$ cat config.mk
export PLATFORM = sky130hd
export DESIGN_NAME = prio_intc
export DESIGN_NICKNAME = d
export VERILOG_FILES = /design/src/rtl/intc_pkg.sv /design/src/rtl/intc_first_set.sv /design/src/rtl/intc_datapath.sv /design/src/rtl/intc_control.sv /design/src/rtl/prio_intc.sv
export SDC_FILE = /design/constraint.sdc
export NUM_CORES = 1
export LEC_CHECK = 0
export ABC_CLOCK_PERIOD_IN_PS = 6500
export BUFFER_PORTS_ARGS = -buffer_cell sky130_fd_sc_hd__buf_2
export CAP_MARGIN = 20
export CELL_PAD_IN_SITES_DETAIL_PLACEMENT = 1
export CELL_PAD_IN_SITES_GLOBAL_PLACEMENT = 1
export CORE_ASPECT_RATIO = 0.75
export CORE_MARGIN = 1
export CORE_UTILIZATION = 38
export CTS_CLUSTER_SIZE = 40
export DETAILED_ROUTE_END_ITERATION = 6
export GPL_TIMING_DRIVEN = 0
export PLACE_DENSITY = 0.85
export SYNTH_ARGS = -nofsm -noshare
export SYNTH_HDL_FRONTEND = slang
export SYNTH_HIERARCHICAL = 1
export SYNTH_SLANG_ARGS = --single-unit
export TNS_END_PERCENT = 100
$ cat constraint.sdc
create_clock -name clk -period 6.5 [get_ports clk]
set_clock_uncertainty 0.1 [all_clocks]
set_input_delay 0.65 -clock clk [delete_from_list [all_inputs] [get_ports clk]]
set_output_delay 0.65 -clock clk [all_outputs]
set_load 0.05 [all_outputs]
$ cat src/rtl/intc_pkg.sv
package intc_pkg;
  localparam int NUM_SRC  = 10;
  localparam int NUM_RAW  = 13;
  localparam int LVL_W    = 2;
  localparam int NUM_LVL  = 1 << LVL_W;
  localparam int IDX_W    = $clog2(NUM_SRC);
  localparam int SLOT_W   = 4;
  // sources able to leave power-down: ext0 (0) and ext1 (3)
  localparam logic [NUM_SRC-1:0] WAKE_MASK = 10'b00_0000_1001;

  typedef logic [LVL_W-1:0] lvl_t;
  typedef logic [IDX_W-1:0] idx_t;

  typedef struct packed {
    logic grant;
    lvl_t lvl;
  } ctrl_stb_t;

  // vector slot per polling index; address = offset + step * slot
  function automatic logic [SLOT_W-1:0] slotOf(idx_t i);
    case (i)
      4'd0:    slotOf = 4'd0;
      4'd1:    slotOf = 4'd9;
      4'd2:    slotOf = 4'd1;
      4'd3:    slotOf = 4'd2;
      4'd4:    slotOf = 4'd3;
      4'd5:    slotOf = 4'd6;
      4'd6:    slotOf = 4'd7;
      4'd7:    slotOf = 4'd8;
      4'd8:    slotOf = 4'd4;
      4'd9:    slotOf = 4'd5;
      default: slotOf = 4'd0;
    endcase
  endfunction
endpackage

$ cat src/rtl/intc_first_set.sv
module intc_first_set #(
  parameter int W  = 10,
  parameter int PW = $clog2(W)
) (
  input  logic [W-1:0]  bits,
  output logic          found,
  output logic [PW-1:0] pos
);
  // lowest set bit wins
  always_comb begin
    found = 1'b0;
    pos   = '0;
    for (int i = W - 1; i >= 0; i--) begin
      if (bits[i]) begin
        found = 1'b1;
        pos   = PW'(i);
      end
    end
  end
endmodule

$ cat src/rtl/intc_datapath.sv
module intc_datapath
  import intc_pkg::*;
#(
  parameter int VEC_W    = 16,
  parameter int VEC_OFS  = 3,
  parameter int VEC_STEP = 8
) (
  input  logic               clk,
  input  logic               rstN,
  input  logic [NUM_RAW-1:0] rawReq,
  input  logic [NUM_SRC-1:0] srcEn,
  input  logic [NUM_SRC-1:0] prioHi,
  input  logic [NUM_SRC-1:0] prioLo,
  input  logic               globalEn,
  input  logic               powerDown,
  input  ctrl_stb_t          stb,
  output logic               candValid,
  output idx_t               candIdx,
  output lvl_t               candLvl,
  output logic               ackPulse,
  output idx_t               ackIdx,
  output lvl_t               ackLvl,
  output logic [VEC_W-1:0]   vecAddr,
  output logic               wakeUp
);
  localparam int DIRECT_N = NUM_SRC - 2;

  logic [NUM_SRC-1:0] srcReq;
  logic [NUM_SRC-1:0] armed;
  lvl_t               srcLvl [NUM_SRC];
  logic [NUM_LVL-1:0][NUM_SRC-1:0] lvlHit;
  logic [NUM_LVL-1:0] lvlAny;
  logic [VEC_W-1:0]   candVec;

  // merge shared flags into the two combined sources
  assign srcReq[DIRECT_N-1:0] = rawReq[DIRECT_N-1:0];
  assign srcReq[DIRECT_N]     = |rawReq[DIRECT_N+2:DIRECT_N];
  assign srcReq[DIRECT_N+1]   = |rawReq[NUM_RAW-1:DIRECT_N+3];
  assign armed = srcReq & srcEn & {NUM_SRC{globalEn}};

  for (genvar l = 0; l < NUM_LVL; l++) begin : g_lvl
    for (genvar i = 0; i < NUM_SRC; i++) begin : g_src
      assign lvlHit[l][i] = armed[i] && (srcLvl[i] == lvl_t'(l));
    end
    assign lvlAny[l] = |lvlHit[l];
  end

  for (genvar i = 0; i < NUM_SRC; i++) begin : g_lvlmap
    assign srcLvl[i] = {prioHi[i], prioLo[i]};
  end

  always_comb begin
    candLvl = '0;
    for (int l = 0; l < NUM_LVL; l++) begin
      if (lvlAny[l]) candLvl = lvl_t'(l);
    end
  end

  intc_first_set #(.W(NUM_SRC), .PW(IDX_W)) u_pick (
    .bits (lvlHit[candLvl]),
    .found(candValid),
    .pos  (candIdx)
  );

  assign candVec = VEC_W'(VEC_OFS) + VEC_W'(VEC_STEP) * VEC_W'(slotOf(candIdx));

  always_ff @(posedge clk or negedge rstN) begin
    if (!rstN) begin
      ackPulse <= 1'b0;
      ackIdx   <= '0;
      ackLvl   <= '0;
      vecAddr  <= '0;
      wakeUp   <= 1'b0;
    end else begin
      ackPulse <= stb.grant;
      if (stb.grant) begin
        ackIdx  <= candIdx;
        ackLvl  <= stb.lvl;
        vecAddr <= candVec;
      end
      wakeUp <= powerDown && globalEn && |(srcReq & srcEn & WAKE_MASK);
    end
  end

  p_global_gate_r6: assert property (@(posedge clk) disable iff (!rstN)
    !globalEn |=> !ackPulse);
  p_wake_needs_pd_r9: assert property (@(posedge clk) disable iff (!rstN)
    wakeUp |-> $past(powerDown));
  p_ack_level_r2: assert property (@(posedge clk) disable iff (!rstN)
    stb.grant |=> (ackLvl == $past({prioHi[candIdx], prioLo[candIdx]})));
endmodule

$ cat src/rtl/intc_control.sv
module intc_control
  import intc_pkg::*;
(
  input  logic      clk,
  input  logic      rstN,
  input  logic      candValid,
  input  lvl_t      candLvl,
  input  logic      retiStb,
  output ctrl_stb_t stb
);
  logic [NUM_LVL-1:0] inService;
  logic [NUM_LVL-1:0] clearMask;
  logic [NUM_LVL-1:0] setMask;
  logic               topValid;
  lvl_t               topLvl;

  always_comb begin
    topLvl = '0;
    for (int l = 0; l < NUM_LVL; l++) begin
      if (inService[l]) topLvl = lvl_t'(l);
    end
  end
  assign topValid = |inService;

  assign stb.grant = candValid && (!topValid || (candLvl > topLvl));
  assign stb.lvl   = candLvl;

  always_comb begin
    clearMask = '0;
    setMask   = '0;
    if (retiStb && topValid) clearMask[topLvl] = 1'b1;
    if (stb.grant)           setMask[candLvl]  = 1'b1;
  end

  always_ff @(posedge clk or negedge rstN) begin
    if (!rstN) inService <= '0;
    else       inService <= (inService & ~clearMask) | setMask;
  end

  p_grant_adds_r7: assert property (@(posedge clk) disable iff (!rstN)
    (stb.grant && !(retiStb && topValid)) |=>
      ($countones(inService) == $past($countones(inService)) + 1));
  p_reti_drops_r8: assert property (@(posedge clk) disable iff (!rstN)
    (retiStb && topValid && !stb.grant) |=>
      ($countones(inService) + 1 == $past($countones(inService))));
  p_top_blocks_r7: assert property (@(posedge clk) disable iff (!rstN)
    inService[NUM_LVL-1] |-> !stb.grant);
  p_idle_reti_r8: assert property (@(posedge clk) disable iff (!rstN)
    (!topValid && !stb.grant) |=> (inService == '0));
endmodule

$ cat src/rtl/prio_intc.sv
module prio_intc
  import intc_pkg::*;
#(
  parameter int VEC_W    = 16,
  parameter int VEC_OFS  = 3,
  parameter int VEC_STEP = 8
) (
  input  logic               clk,
  input  logic               rstN,
  input  logic               ext0Req,
  input  logic               brownoutReq,
  input  logic               tmr0Req,
  input  logic               ext1Req,
  input  logic               tmr1Req,
  input  logic               pcaReq,
  input  logic               ext2Req,
  input  logic               ext3Req,
  input  logic               serTxFlag,
  input  logic               serRxFlag,
  input  logic               spiDoneFlag,
  input  logic               tmr2OvfFlag,
  input  logic               tmr2ExtFlag,
  input  logic [NUM_SRC-1:0] srcEn,
  input  logic [NUM_SRC-1:0] prioHi,
  input  logic [NUM_SRC-1:0] prioLo,
  input  logic               globalEn,
  input  logic               retiStb,
  input  logic               powerDown,
  output logic               ackPulse,
  output logic [IDX_W-1:0]   ackIdx,
  output logic [LVL_W-1:0]   ackLvl,
  output logic [VEC_W-1:0]   vecAddr,
  output logic               wakeUp
);
  logic [NUM_RAW-1:0] rawReq;
  ctrl_stb_t          stb;
  logic               candValid;
  idx_t               candIdx;
  lvl_t               candLvl;

  assign rawReq = {tmr2ExtFlag, tmr2OvfFlag, spiDoneFlag, serRxFlag, serTxFlag,
                   ext3Req, ext2Req, pcaReq, tmr1Req, ext1Req, tmr0Req,
                   brownoutReq, ext0Req};

  intc_datapath #(.VEC_W(VEC_W), .VEC_OFS(VEC_OFS), .VEC_STEP(VEC_STEP)) u_dp (
    .clk      (clk),
    .rstN     (rstN),
    .rawReq   (rawReq),
    .srcEn    (srcEn),
    .prioHi   (prioHi),
    .prioLo   (prioLo),
    .globalEn (globalEn),
    .powerDown(powerDown),
    .stb      (stb),
    .candValid(candValid),
    .candIdx  (candIdx),
    .candLvl  (candLvl),
    .ackPulse (ackPulse),
    .ackIdx   (ackIdx),
    .ackLvl   (ackLvl),
    .vecAddr  (vecAddr),
    .wakeUp   (wakeUp)
  );

  intc_control u_ctl (
    .clk      (clk),
    .rstN     (rstN),
    .candValid(candValid),
    .candLvl  (candLvl),
    .retiStb  (retiStb),
    .stb      (stb)
  );
endmodule

==> results of run 1 <==
-- stage by stage --
step                worst slack, ns  cells  total power, mW
finish                         1.82    339            0.659
global route                   1.59    339            0.703
global placement               1.70    335            0.562
floorplan                      2.21    218            0.474
detailed placement             1.62    335            0.577
CTS                            1.85    339            0.664
-- power groups by stage --
stage | registers, mW | clock network, mW | logic [mW]
after floorplan | 0.266 | 0 | 0.208
after CTS | 0.169 | 0.0830 | 0.411
after global placement | 0.168 | 0 | 0.394
final | 0.169 | 0.0793 | 0.411
after detailed placement | 0.171 | 0 | 0.407
after global routing | 0.173 | 0.0864 | 0.444
-- routing by layer --
metal	part of all wire	track usage	wire length, um	vias up
met5	0	0	0	-
met4	0	0.0357	0	0
met3	0.057	0.0356	308	0
met2	0.46	0.388	2470	60
met1	0.49	0.314	2640	910
li1	-	-	-	917
-- worst paths after layout --
| check | slack (ns) | end | cells after the start | start |
|---|---|---|---|---|
| max reg2reg | 3.85 | u_dp/ackLvl[1] | 7 | u_ctl/inService[3] |
| min | 0.22 | u_dp/ackLvl[0] | 1 | rstN |
| max | 1.82 | u_dp/vecAddr[3] | 15 | serRxFlag |
| max in group asynchronous | 5.80 | u_ctl/inService[0] | 1 | rstN |
| min in group clk | 0.39 | u_dp/vecAddr[1] | 1 | u_dp/vecAddr[1] |
| min reg2reg | 0.39 | u_dp/vecAddr[1] | 1 | u_dp/vecAddr[1] |
-- logic make-up (layout without fill, tap and decap cells) --
| family | after synthesis | in the layout |
|---|---|---|
| XOR/XNOR | 4 | 4 |
| AND/OR/NAND/NOR | 78 | 78 |
| buffers and inverters | 34 | 98 |
| other | 1 | 10 |
| multiplexers | 14 | 14 |
| AO/OA/AOI/OAI | 56 | 56 |
| flip-flops | 17 | 17 |
| adder cells (fa/ha/maj) | 5 | 5 |
-- final cells by class --
class                   count  area [um^2]  area share
well taps                  57         71.3      0.0321
clock inverters             1         5.00     0.00225
inverters                  16         60.1      0.0270
repair buffers             60          300       0.135
flip-flops and latches     17          425       0.191
plain buffers              18          131      0.0591
clock buffers               3         41.3      0.0186
multi-input cells         167         1190       0.535
-- cells in the mapped netlist, drive strengths merged, types with 4 or more instances --
master / instances
a211oi: 4
a21o: 5
a21oi: 7
a22o: 4
a31oi: 4
and3: 5
buf: 16
dfrtp: 17
ha: 5
inv: 16
mux2: 9
mux2i: 5
nand2: 6
nand2b: 6
nand3: 12
nand4: 5
nor2: 16
nor3: 4
nor4: 4
o22ai: 8
o32ai: 8
xnor2: 4
-- state kept, by name (all words and copies together) (netlist names) --
| name | cells |
|---|---|
| u_dp/wakeUp | 1 |
| u_ctl/inService | 4 |
| u_dp/ackPulse | 1 |
| u_dp/vecAddr | 5 |
| u_dp/ackIdx | 4 |
| u_dp/ackLvl | 2 |
-- placed cells by master (no fill, tap or decap), drive strengths merged, types with 7 or more instances in the layout --
cell type | Yosys | layout
dfrtp | 17 | 17
inv | 16 | 16
a21oi | 7 | 7
conb | 1 | 10
mux2 | 9 | 9
o22ai | 8 | 8
buf | 16 | 76
o32ai | 8 | 8
nor2 | 16 | 16
nand3 | 12 | 12
==> qor.csv, run 1 <==
stage;metric;value;unit
logic_synthesis;yosys-mux-area-fraction;0.0855;
clock_tree;cts_max_path_buffers;2;
status;outcome;completed;
critical_path;cp_slowest_stage_delay;0.54;ns
final_layout;fillers;590;
global_routing;track_usage;0.228;
die;num_rows;21;
logic_synthesis;synth_top_cell_by_area;dfrtp_1;
routing;detailedRoute.firstIterationViolations;81;
power;power_switching;328;uW
logic_synthesis;synth-seq-area-share;0.240;
routing;remaining_design_rule_violation_count;0;
clock_tree;clk_pin_slew;0.07;ns
timing;slew_margin_rel;0.483;
logic_synthesis;synth_top_family_by_area;compound AO/OA/AOI/OAI gates;
die;placeableCoreArea;4470;um^2
placed_design;globalplace.congestion;0.842;
power;total_leakage_power;1.08;nW
clock_tree;cts.repair_timing.setup_buffer_count;0;
power;ir_worst_vdd;149;uV
min_path;holdCritPathClass;in2async;
clock_tree;tritoncts_clock_tree;built;
routing;route.vias.total;1887;
timing;max_slew_violation_total_from_the_final_report;0;
timing;setup_viol;0;
clock_tree;cts_max_level;1;
critical_path;critPathArrivalTime;4.76;ns
timing;grt_setup_unrepaired;no;
final_layout;final_design_area_no_fill;2220;um^2
clock_tree;cts-buffers-inserted;3;
logic_synthesis;syn_area_per_cell;8.48;um^2
routing;detail-route-antenna-nets;0;
power;power_per_standard_cell_area;296;nW/um^2
clock_tree;hold_buffers;0;
clock_tree;clk_latency;0.25;ns
die;initial_utilization;0.397;
logic_synthesis;yosysWarningCount;6;
timing;max_freq;0.214;GHz
logic_synthesis;dominantRegCellSynth;dfrtp_1;
timing;tns;0;ns
die;ios;72;
logic_synthesis;synth_top_area_frac;0.240;
critical_path;cell_with_the_largest_stage_delay_on_the_worst_path;o31ai_1;
global_routing;grt_overflow;0;
final_layout;drive_gt1_frac;0.355;
die;floorplan.die.height;61.1;um
global_routing;grt_pass1_wl;8630;um
power;power_frac_comb;0.624;
die;die-width;80.8;um
final_layout;antenna-diode-count;0;
final_layout;area_growth_syn_to_layout;25.5;%
logic_synthesis;edff_count_synth;0;
critical_path;path_cells;buf_2, o311a_4, and3_4, or4_4, a311oi_4, nand2_2, o31ai_1, inv_1, a221o_1, a221oi_2, ha_1, nor2b_1, a211oi_1, a31oi_1, a21oi_1;
final_layout;finalCoreUtilization;0.498;
timing;timing_worst_slew_pin_value;0.768;ns
routing;routed_wire_length_per_instance;16.0;um
clock_tree;post_cts_resize_count;0;
logic_synthesis;async_reset_ff_frac;1.00;
final_layout;final_layout_net_count;336;
die;die-area;4940;um^2
routing;vias_per_cell;5.57;
global_routing;largest_net_degree_at_the_start_of_global_routing;18;
power;swShare;0.498;
run;cap_violations;0;
clock_tree;cts_num_sinks;17;
power;pwr-share-clk;0.120;
routing;dr.pass1.iters;4;
logic_synthesis;syn-instance-count;209;
logic_synthesis;synth_top_cells_by_area;dfrtp_1, buf_4, mux2_2;
critical_path;end_kind;flip-flop;
routing;route.final.wire_length;5420;um
logic_synthesis;yosys.area_share.adder;0.0353;
timing;hold_slack;0.215;ns
placed_design;dp_hpwl;4370;um
timing;hold_viol;0;
logic_synthesis;yosysUniqueCellTypes;54;
placed_design;place_area;2180;um^2
logic_synthesis;post_synthesis_simple_gate_area_fraction;0.254;
critical_path;timing_worst_setup_path_type;in2reg;
logic_synthesis;ys_seq_elements;17;
clock_tree;cts_root_buffer;clkbuf_8;
critical_path;crit_path_max_fanout;13;
power;power_share_of_the_sequential_group;0.256;
placed_design;port_buffers;60;
critical_path;setup.worst_path.start_class;input port;
logic_synthesis;synth_area;1770;um^2
timing;post-route-period-util;0.720;
global_routing;number_of_global_route_vias_before_repair;1840;
global_routing;number_of_antenna_violations_at_the_first_check_in_global_routing;0;
critical_path;cp_num_buf_inv;2;
critical_path;critPathTopFamily;compound AO/OA/AOI/OAI gates;
logic_synthesis;synth-xor-area-share;0.0198;
power;cellInternalPower;331;uW
logic_synthesis;synth_compound_gate_area_share;0.256;
timing;final.min_clock_period;4.68;ns
critical_path;worst_ep_required_time;6.58;ns
Note: power is estimated with default switching activity, not from simulation.
==> run 2, diff against run 1 <==
--- a/config.mk
+++ b/config.mk
@@ -5,18 +5,18 @@
 export SDC_FILE = /design/constraint.sdc
 export NUM_CORES = 1
 export LEC_CHECK = 0
-export ABC_CLOCK_PERIOD_IN_PS = 6500
+export ABC_CLOCK_PERIOD_IN_PS = 4100
 export BUFFER_PORTS_ARGS = -buffer_cell sky130_fd_sc_hd__buf_2
 export CAP_MARGIN = 20
 export CELL_PAD_IN_SITES_DETAIL_PLACEMENT = 1
 export CELL_PAD_IN_SITES_GLOBAL_PLACEMENT = 1
 export CORE_ASPECT_RATIO = 0.75
 export CORE_MARGIN = 1
-export CORE_UTILIZATION = 38
+export CORE_UTILIZATION = 31
 export CTS_CLUSTER_SIZE = 40
 export DETAILED_ROUTE_END_ITERATION = 6
 export GPL_TIMING_DRIVEN = 0
-export PLACE_DENSITY = 0.85
+export PLACE_DENSITY = 0.74
 export SYNTH_ARGS = -nofsm -noshare
 export SYNTH_HDL_FRONTEND = slang
 export SYNTH_HIERARCHICAL = 1
==> constraint.sdc (replaced) <==
create_clock -name clk -period 4.1 [get_ports clk]
set_clock_uncertainty 0.1 [all_clocks]
set_input_delay 0.41 -clock clk [delete_from_list [all_inputs] [get_ports clk]]
set_output_delay 0.41 -clock clk [all_outputs]
set_load 0.05 [all_outputs]
==> run 2 against run 1 <==
Compared with the run above:
- sequential share of layout area shrank 2.4 points
- utilization is 2.7 points lower
- largest cell class unchanged
- total power rose by 72%
- highest routed layer is now met4
- register-to-register slack worse by 2.3 ns
==> qor.csv, run 2 (synthesis results as in run 1) <==
stage;metric;value;unit;change
critical_path;r2r_end;u_dp/ackIdx[2];;
global_routing;largest_net_degree_at_the_start_of_global_routing;18;;unchanged
critical_path;worst_ep_required_time;4.18;ns;-2.40 ns
final_layout;drive_gt1_frac;0.456;;+0.102
final_layout;area_growth_syn_to_layout;43.6;%;
critical_path;timing_worst_setup_path_type;in2reg;;
timing;setup_viol;0;;unchanged
power;power_share_of_the_sequential_group;0.234;;-0.022
final_layout;finalCoreUtilization;0.470;;-0.0274
global_routing;number_of_global_route_vias_before_repair;1817;;-1.3%
timing;final.min_clock_period;4.07;ns;
final_layout;fillers;677;;+15%
final_layout;max_flop_register;u_dp/vecAddr;;
timing;max_freq;0.246;GHz;
routing;detail-route-antenna-nets;0;;unchanged
critical_path;path_cells;buf_6, o311a_4, and3_4, or4_4, a311oi_4, buf_6, buf_6, buf_4, mux2i_1, o32ai_1, nor2_1, o21ai_0, a211oi_2, inv_1, ha_1, nor2b_4, a211oi_2, a31oi_1, a21oi_1;;
routing;detailedRoute.firstIterationViolations;141;;+74%
final_layout;antenna-diode-count;0;;unchanged
power;cellInternalPower;579;uW;+75%
min_path;min-delay-start;powerDown;;
placed_design;placed_cell_count;353;;+5.4%
power;ir_worst_vdd;143;uV;-4.1%
critical_path;crit_path_max_fanout;5;;-8
critical_path;cell_with_the_largest_stage_delay_on_the_worst_path;or4_4;;
power;swShare;0.489;;-0.00842
routing;vias_per_cell;5.29;;-5.0%
placed_design;place_area;2200;um^2;+1.0%
routing;dr.pass1.iters;4;;unchanged
final_layout;area.sequential;425;um^2;unchanged
clock_tree;clk_pin_slew;0.06;ns;about the same
die;initial_utilization;0.327;;-0.0692
clock_tree;cts_max_level;1;;unchanged
power;power_switching;555;uW;+69%
run;cap_violations;0;;unchanged
critical_path;critPathArrivalTime;4.15;ns;-0.61 ns
routing;route.vias.total;1973;;+4.6%
critical_path;worstRegToRegCells;7;;unchanged
power;power_frac_comb;0.656;;+0.032
die;num_rows;23;;+9.5%
global_routing;number_of_antenna_violations_at_the_first_check_in_global_routing;0;;unchanged
timing;post-route-period-util;0.993;;
critical_path;rrSetupSlack;1.51;ns;-2.34 ns
final_layout;layout_common_cells;buf_2, buf_4, dfrtp_1, nor2_1, inv_1;;
critical_path;r2r-start;u_ctl/inService[3];;
placed_design;port_buffers;60;;unchanged
timing;grt_setup_unrepaired;yes;;
final_layout;final_common_cell;buf_2;;
final_layout;flip_flop_count_of_the_largest_register_all_copies_and_words_added;5;;unchanged
min_path;worst_hold_path.num_cells;2;;
clock_tree;cts_root_buffer;clkbuf_8;;
power;total_leakage_power;1.22;nW;+13%
die;ios;72;;unchanged
clock_tree;cts-buffers-inserted;3;;unchanged
final_layout;stdcell_count;373;;+10%
die;floorplan.die.height;67.5;um;+10%
routing;route.final.wire_length;6040;um;+11%
final_layout;final_layout_net_count;352;;+4.8%
placed_design;dp_hpwl;4420;um;+1.1%
status;outcome;completed;;
die;die-area;6020;um^2;+22%
timing;slew_margin_rel;0.460;;-0.0234
clock_tree;cts_max_path_buffers;2;;unchanged
clock_tree;cts_num_sinks;17;;unchanged
final_layout;final_design_area_no_fill;2540;um^2;+14%
final_layout;area_of_the_multi_input_gates;1330;um^2;+12%
final_layout;largest_registers;u_dp/vecAddr x5, u_ctl/inService x4, u_dp/ackIdx x4;;
power;power_per_standard_cell_area;445;nW/um^2;+50%
clock_tree;tritoncts_clock_tree;built;;
critical_path;cpMostUsedCell;buf_6;;
routing;remaining_design_rule_violation_count;0;;unchanged
routing;routed_wire_length_per_instance;16.2;um;+1.3%
timing;timing_worst_slew_pin_value;0.803;ns;+0.0347 ns
power;pwr-share-clk;0.110;;-0.010
global_routing;grt_overflow;0;;unchanged
min_path;holdCritPathClass;in2reg;;
timing;max_slew_violation_total_from_the_final_report;0;;unchanged
placed_design;globalplace.congestion;0.906;;+7.5%
die;placeableCoreArea;5410;um^2;+21%
die;die-width;89.3;um;+10%
critical_path;cp_slowest_stage_delay;0.46;ns;-0.08 ns
global_routing;track_usage;0.189;;-0.0390
min_path;timing.hold.worst_endpoint;u_dp/wakeUp;;
power;fin_total_pwr;1.13;mW;+72%
critical_path;setup.worst_path.start_class;input port;;
global_routing;grt_pass1_wl;8790;um;+1.8%
critical_path;end_kind;flip-flop;;
timing;hold_viol;0;;unchanged
clock_tree;clk_latency;0.25;ns;about the same
-- run 2: stage by stage --
step                setup WS [ns]  setup TNS, ns  hold slack [ns]
floorplan                  0.0461              0           0.0144
global placement           -0.512          -1.99            0.249
detailed placement         -0.550          -2.65            0.253
CTS                       -0.0164        -0.0164            0.308
global route               -0.131         -0.266            0.303
finish                     0.0277              0            0.310
-- run 2: final cells by class --
type,instances,share of cell area
Buffer,17,0.0521
Multi-Input combinational cell,167,0.523
Clock buffer,4,0.0177
Sequential cell,17,0.167
Inverter,16,0.0236
Tap cell,75,0.0369
Timing Repair Buffer,77,0.179
-- run 2: worst max path at each step --
stage,start,to,slack [ns],depth (start not counted)
finish,spiDoneFlag,u_dp/vecAddr[3],0.03,19
floorplan,serRxFlag,u_dp/vecAddr[3],0.05,14
global placement,globalEn,u_dp/vecAddr[3],-0.51,17
detailed placement,globalEn,u_dp/vecAddr[3],-0.55,17
CTS,serRxFlag,u_dp/vecAddr[3],-0.02,16
global route,spiDoneFlag,u_dp/vecAddr[3],-0.13,17
-- run 2: routing by layer --
metal,global-route usage,up-vias,wire (um)
li1,-,947,-
met1,0.276,950,2910
met2,0.298,66,2740
met3,0.0391,10,328
met4,0.0159,0,59
met5,0,-,0
-- run 2: critical path, delay by kind of cell --
kind	cells	cell delay, ns
fa+ha+maj	1	0.33
mux	1	0.18
compound gates	8	1.74
buf+inv	5	0.59
simple gates	4	0.90
-- run 2: what timing repair did --
action,CTS,global route
gates cloned,0,1
pin swaps,0,15
hold buffers,1,0
hold endpoints to repair,17,0
buffers inserted,0,15
setup endpoints to repair,5,8
gates resized for setup,10,23
-- run 2: power by group through the flow --
stage / registers, mW / clock network [mW] / logic [mW]
after floorplan: 0.421 / 0 / 0.331
after global placement: 0.266 / 0 / 0.629
after detailed placement: 0.269 / 0 / 0.651
after CTS: 0.266 / 0.130 / 0.670
after global routing: 0.273 / 0.135 / 0.800
final: 0.265 / 0.124 / 0.744
==> run 3, diff against run 2 <==
--- a/config.mk
+++ b/config.mk
@@ -5,6 +5,7 @@
 export SDC_FILE = /design/constraint.sdc
 export NUM_CORES = 1
 export LEC_CHECK = 0
+export ABC_AREA = 1
 export ABC_CLOCK_PERIOD_IN_PS = 4100
 export BUFFER_PORTS_ARGS = -buffer_cell sky130_fd_sc_hd__buf_2
 export CAP_MARGIN = 20
@@ -12,11 +13,11 @@
 export CELL_PAD_IN_SITES_GLOBAL_PLACEMENT = 1
 export CORE_ASPECT_RATIO = 0.75
 export CORE_MARGIN = 1
-export CORE_UTILIZATION = 31
+export CORE_UTILIZATION = 30
 export CTS_CLUSTER_SIZE = 40
 export DETAILED_ROUTE_END_ITERATION = 6
 export GPL_TIMING_DRIVEN = 0
-export PLACE_DENSITY = 0.74
+export PLACE_DENSITY = 0.76
 export SYNTH_ARGS = -nofsm -noshare
 export SYNTH_HDL_FRONTEND = slang
 export SYNTH_HIERARCHICAL = 1
==> run 3 against run 2 <==
Compared with the run above:
- total power up 13%
- sequential share of layout area is 0.25 points higher
- sequential power rose by 6%
- clock power about the same
- final cell count rose by 37%
- hold slack improved by 0.0034 ns
- critical path depth increased by 2
- first-iteration DRC count shrank 25%
- global-route usage fell by 0.79 points
- critical endpoint is now u_dp/vecAddr[5]
- largest power group unchanged
- highest routed layer unchanged
==> qor.csv, run 3 <==
stage;metric;value;unit;change
status;outcome;completed;;
final_layout;flip_flop_count_of_the_largest_register_all_copies_and_words_added;5;;unchanged
critical_path;r2r-start;u_ctl/inService[3];;
routing;detail-route-antenna-nets;0;;unchanged
final_layout;max_flop_register;u_dp/vecAddr;;
die;die-width;96.5;um;+8.1%
logic_synthesis;synth_top_area_frac;0.245;;+0.00444
power;cellInternalPower;563;uW;-2.8%
placed_design;port_buffers;61;;+1.7%
clock_tree;clk_pin_slew;0.07;ns;about the same
logic_synthesis;dominantRegCellSynth;dfrtp_1;;
routing;vias_per_cell;4.54;;-14%
timing;timing_worst_slew_pin_value;0.582;ns;-0.221 ns
power;ir_worst_vdd;230;uV;+61%
clock_tree;tritoncts_clock_tree;built;;
power;power_switching;718;uW;+29%
critical_path;worst_ep_required_time;4.11;ns;-0.07 ns
clock_tree;cts_num_sinks;17;;unchanged
run;cap_violations;0;;unchanged
critical_path;rrSetupSlack;1.72;ns;+0.21 ns
power;pwr-share-clk;0.099;;-0.011
global_routing;track_usage;0.181;;-0.00786
timing;post-route-period-util;0.862;;-0.132
timing;setup_viol;0;;unchanged
critical_path;crit_path_max_fanout;10;;+5
timing;hold_viol;0;;unchanged
timing;final.min_clock_period;3.53;ns;-0.540 ns
critical_path;end_kind;flip-flop;;
timing;grt_setup_unrepaired;no;;
final_layout;final_common_cell;nand2_1;;
global_routing;number_of_global_route_vias_before_repair;2281;;+26%
placed_design;dp_hpwl;5210;um;+18%
clock_tree;cts.repair_timing.setup_buffer_count;0;;unchanged
min_path;timing.hold.worst_endpoint;u_dp/wakeUp;;
global_routing;number_of_antenna_violations_at_the_first_check_in_global_routing;0;;unchanged
logic_synthesis;yosys.area_share.adder;0.0311;;-0.00420
logic_synthesis;synth_compound_gate_area_share;0.0709;;-0.185
min_path;holdCritPathClass;in2reg;;
timing;max_freq;0.283;GHz;+15%
global_routing;largest_net_degree_at_the_start_of_global_routing;18;;unchanged
logic_synthesis;syn_area_per_cell;5.65;um^2;-33%
logic_synthesis;yosysWarningCount;6;;unchanged
logic_synthesis;yosys.cell_count.top_type;nand2_1;;
routing;detailedRoute.firstIterationViolations;106;;-25%
logic_synthesis;yosys-top-cells-count;nand2_1, inv_1, nor2_1;;
min_path;min-delay-start;powerDown;;
critical_path;setup.worst_path.start_class;input port;;
routing;routed_wire_length_per_instance;12.0;um;-26%
power;power_per_standard_cell_area;511;nW/um^2;+15%
placed_design;globalplace.congestion;0.801;;-12%
logic_synthesis;synth-xor-area-share;0;;-0.0198
clock_tree;clk_latency;0.25;ns;about the same
logic_synthesis;synth_top_cell_by_area;nand2_1;;
timing;tns;0;ns;unchanged
critical_path;critPathArrivalTime;3.54;ns;-0.61 ns
routing;route.vias.total;2325;;+18%
die;initial_utilization;0.315;;-0.0124
logic_synthesis;synth_area;2010;um^2;+13%
die;die-area;7040;um^2;+17%
power;power_frac_comb;0.682;;+0.026
final_layout;antenna-diode-count;0;;unchanged
die;placeableCoreArea;6380;um^2;+18%
logic_synthesis;yosys-mux-area-fraction;0;;-0.0855
critical_path;worstRegToRegCells;8;;+1
final_layout;final_layout_net_count;485;;+38%
clock_tree;cts_max_path_buffers;2;;unchanged
logic_synthesis;post_synthesis_simple_gate_area_fraction;0.513;;+0.260
final_layout;drive_gt1_frac;0.227;;-0.229
logic_synthesis;yosysUniqueCellTypes;34;;-37%
power;power_share_of_the_sequential_group;0.219;;-0.015
power;swShare;0.560;;+0.0711
critical_path;r2r_end;u_dp/vecAddr[5];;
timing;slew_margin_rel;0.609;;+0.149
die;ios;72;;unchanged
routing;dr.pass1.iters;4;;unchanged
critical_path;timing_worst_setup_path_type;in2reg;;
timing;hold_slack;0.313;ns;+0.00341 ns
logic_synthesis;synth_top_family_by_area;simple AND/OR/NAND/NOR gates;;
clock_tree;cts-buffers-inserted;3;;unchanged
logic_synthesis;syn-instance-count;356;;+70%
die;num_rows;25;;+8.7%
clock_tree;cts_root_buffer;clkbuf_8;;
die;floorplan.die.height;72.9;um;+8.0%
routing;remaining_design_rule_violation_count;0;;unchanged
final_layout;area_growth_syn_to_layout;24.7;%;
global_routing;grt_overflow;0;;unchanged
timing;max_slew_violation_total_from_the_final_report;0;;unchanged
power;total_leakage_power;1.52;nW;+25%
logic_synthesis;async_reset_ff_frac;1.00;;unchanged
min_path;worst_hold_path.num_cells;2;;unchanged
clock_tree;cts_max_level;1;;unchanged
routing;route.final.wire_length;6170;um;+2.1%
logic_synthesis;synth_top_cells_by_area;nand2_1, dfrtp_1, nand3_1;;
global_routing;grt_pass1_wl;10000;um;+14%
logic_synthesis;edff_count_synth;0;;unchanged
logic_synthesis;synth-seq-area-share;0.212;;-0.0285
final_layout;layout_common_cells;nand2_1, buf_2, inv_1, nor2_1, nand3_1;;
final_layout;largest_registers;u_dp/vecAddr x5, u_ctl/inService x4, u_dp/ackIdx x4;;
logic_synthesis;ys_seq_elements;17;;unchanged
-- run 3: changes by cell type in the layout (fill, tap and decap cells not counted), moves of 6 or more --
cell      previous run  this run
mux2_2               9         0
nor2_1              16        43
nand3_1             10        41
nand2_1              5       131
buf_4               28        13
inv_1               16        49
o22ai_1              8         1
nand2b_1             6         0
-- run 3: power by group through the flow --
stage / logic (mW) / registers [mW] / clock network [mW]
2_1_floorplan: 0.479 / 0.450 / 0
3_3_place_gp: 0.837 / 0.279 / 0
3_5_place_dp: 0.870 / 0.282 / 0
4_1_cts: 0.876 / 0.281 / 0.130
5_1_grt: 0.974 / 0.289 / 0.137
6_report: 0.873 / 0.280 / 0.127
-- run 3: area by class of cell --
type                       instances  area, um^2
fill                             936        3870
multi-input combinational        279        1270
sequential                        17         425
timing repair buffer              62         315
inverter                          50         190
buffer                            19         155
tap                               81         101
clock buffer                       4        45.0
-- run 3: critical path, stage by stage --
cell      delay, ns
buf_2          0.15
inv_4          0.15
nor2_2         0.08
nand2_1        0.10
nand2_1        0.06
nor2_1         0.16
nand2_1        0.09
nor2_2         0.17
nand2_4        0.13
buf_6          0.17
a21oi_1        0.13
nand2_1        0.06
nand2_1        0.10
inv_1          0.06
nand3_1        0.13
nor2_1         0.05
nand2_1        0.16
a21boi_0       0.25
clkbuf_1       0.34
nand2_1        0.16
o311ai_0       0.41
-- run 3: logic make-up (layout without fill, tap and decap cells) --
group,count (synthesis),after routing
buf+inv,69,135
other cells,1,10
flops,17,17
compound gates,24,24
simple gates,240,240
fa+ha+maj,5,5
-- run 3: how the worst max path moves through the flow --
stage                      end  cells after the start  slack [ns]     start
6_report       u_dp/vecAddr[5]                     21        0.57  globalEn
5_1_grt         u_dp/ackIdx[1]                     24        0.17  globalEn
4_1_cts         u_dp/ackIdx[1]                     23        0.48  globalEn
3_5_place_dp    u_dp/ackIdx[1]                     23        0.22  globalEn
3_3_place_gp   u_dp/vecAddr[3]                     24        0.28  globalEn
2_1_floorplan  u_dp/vecAddr[6]                     21        1.17  globalEn
-- run 3: layer usage --
layer | share of wire | routed length [um] | global-route usage
met5 | 0 | 0 | 0
met4 | 0.0071 | 44 | 0.0245
met3 | 0.031 | 193 | 0.0229
met2 | 0.46 | 2820 | 0.315
met1 | 0.50 | 3110 | 0.246
-- run 3: what timing repair did --
| item | 4_1_cts | 5_1_grt |
|---|---|---|
| hold buffers | 1 | 0 |
| hold endpoints to repair | 17 | 0 |
| resized for setup | 0 | 2 |
| setup endpoints to repair | 0 | 1 |
-- run 3: per-stage QoR --
stage               instances  worst slack, ns  utilization  total power, mW  instance area [um^2]
floorplan                 365             1.17            -            0.929                  2040
global placement          507            0.275        0.384             1.12                  2450
detailed placement        507            0.223        0.384             1.15                  2450
CTS                       512            0.480        0.393             1.29                  2510
global route              512            0.171        0.393             1.40                  2510
finish                    512            0.568        0.393             1.28                  2510
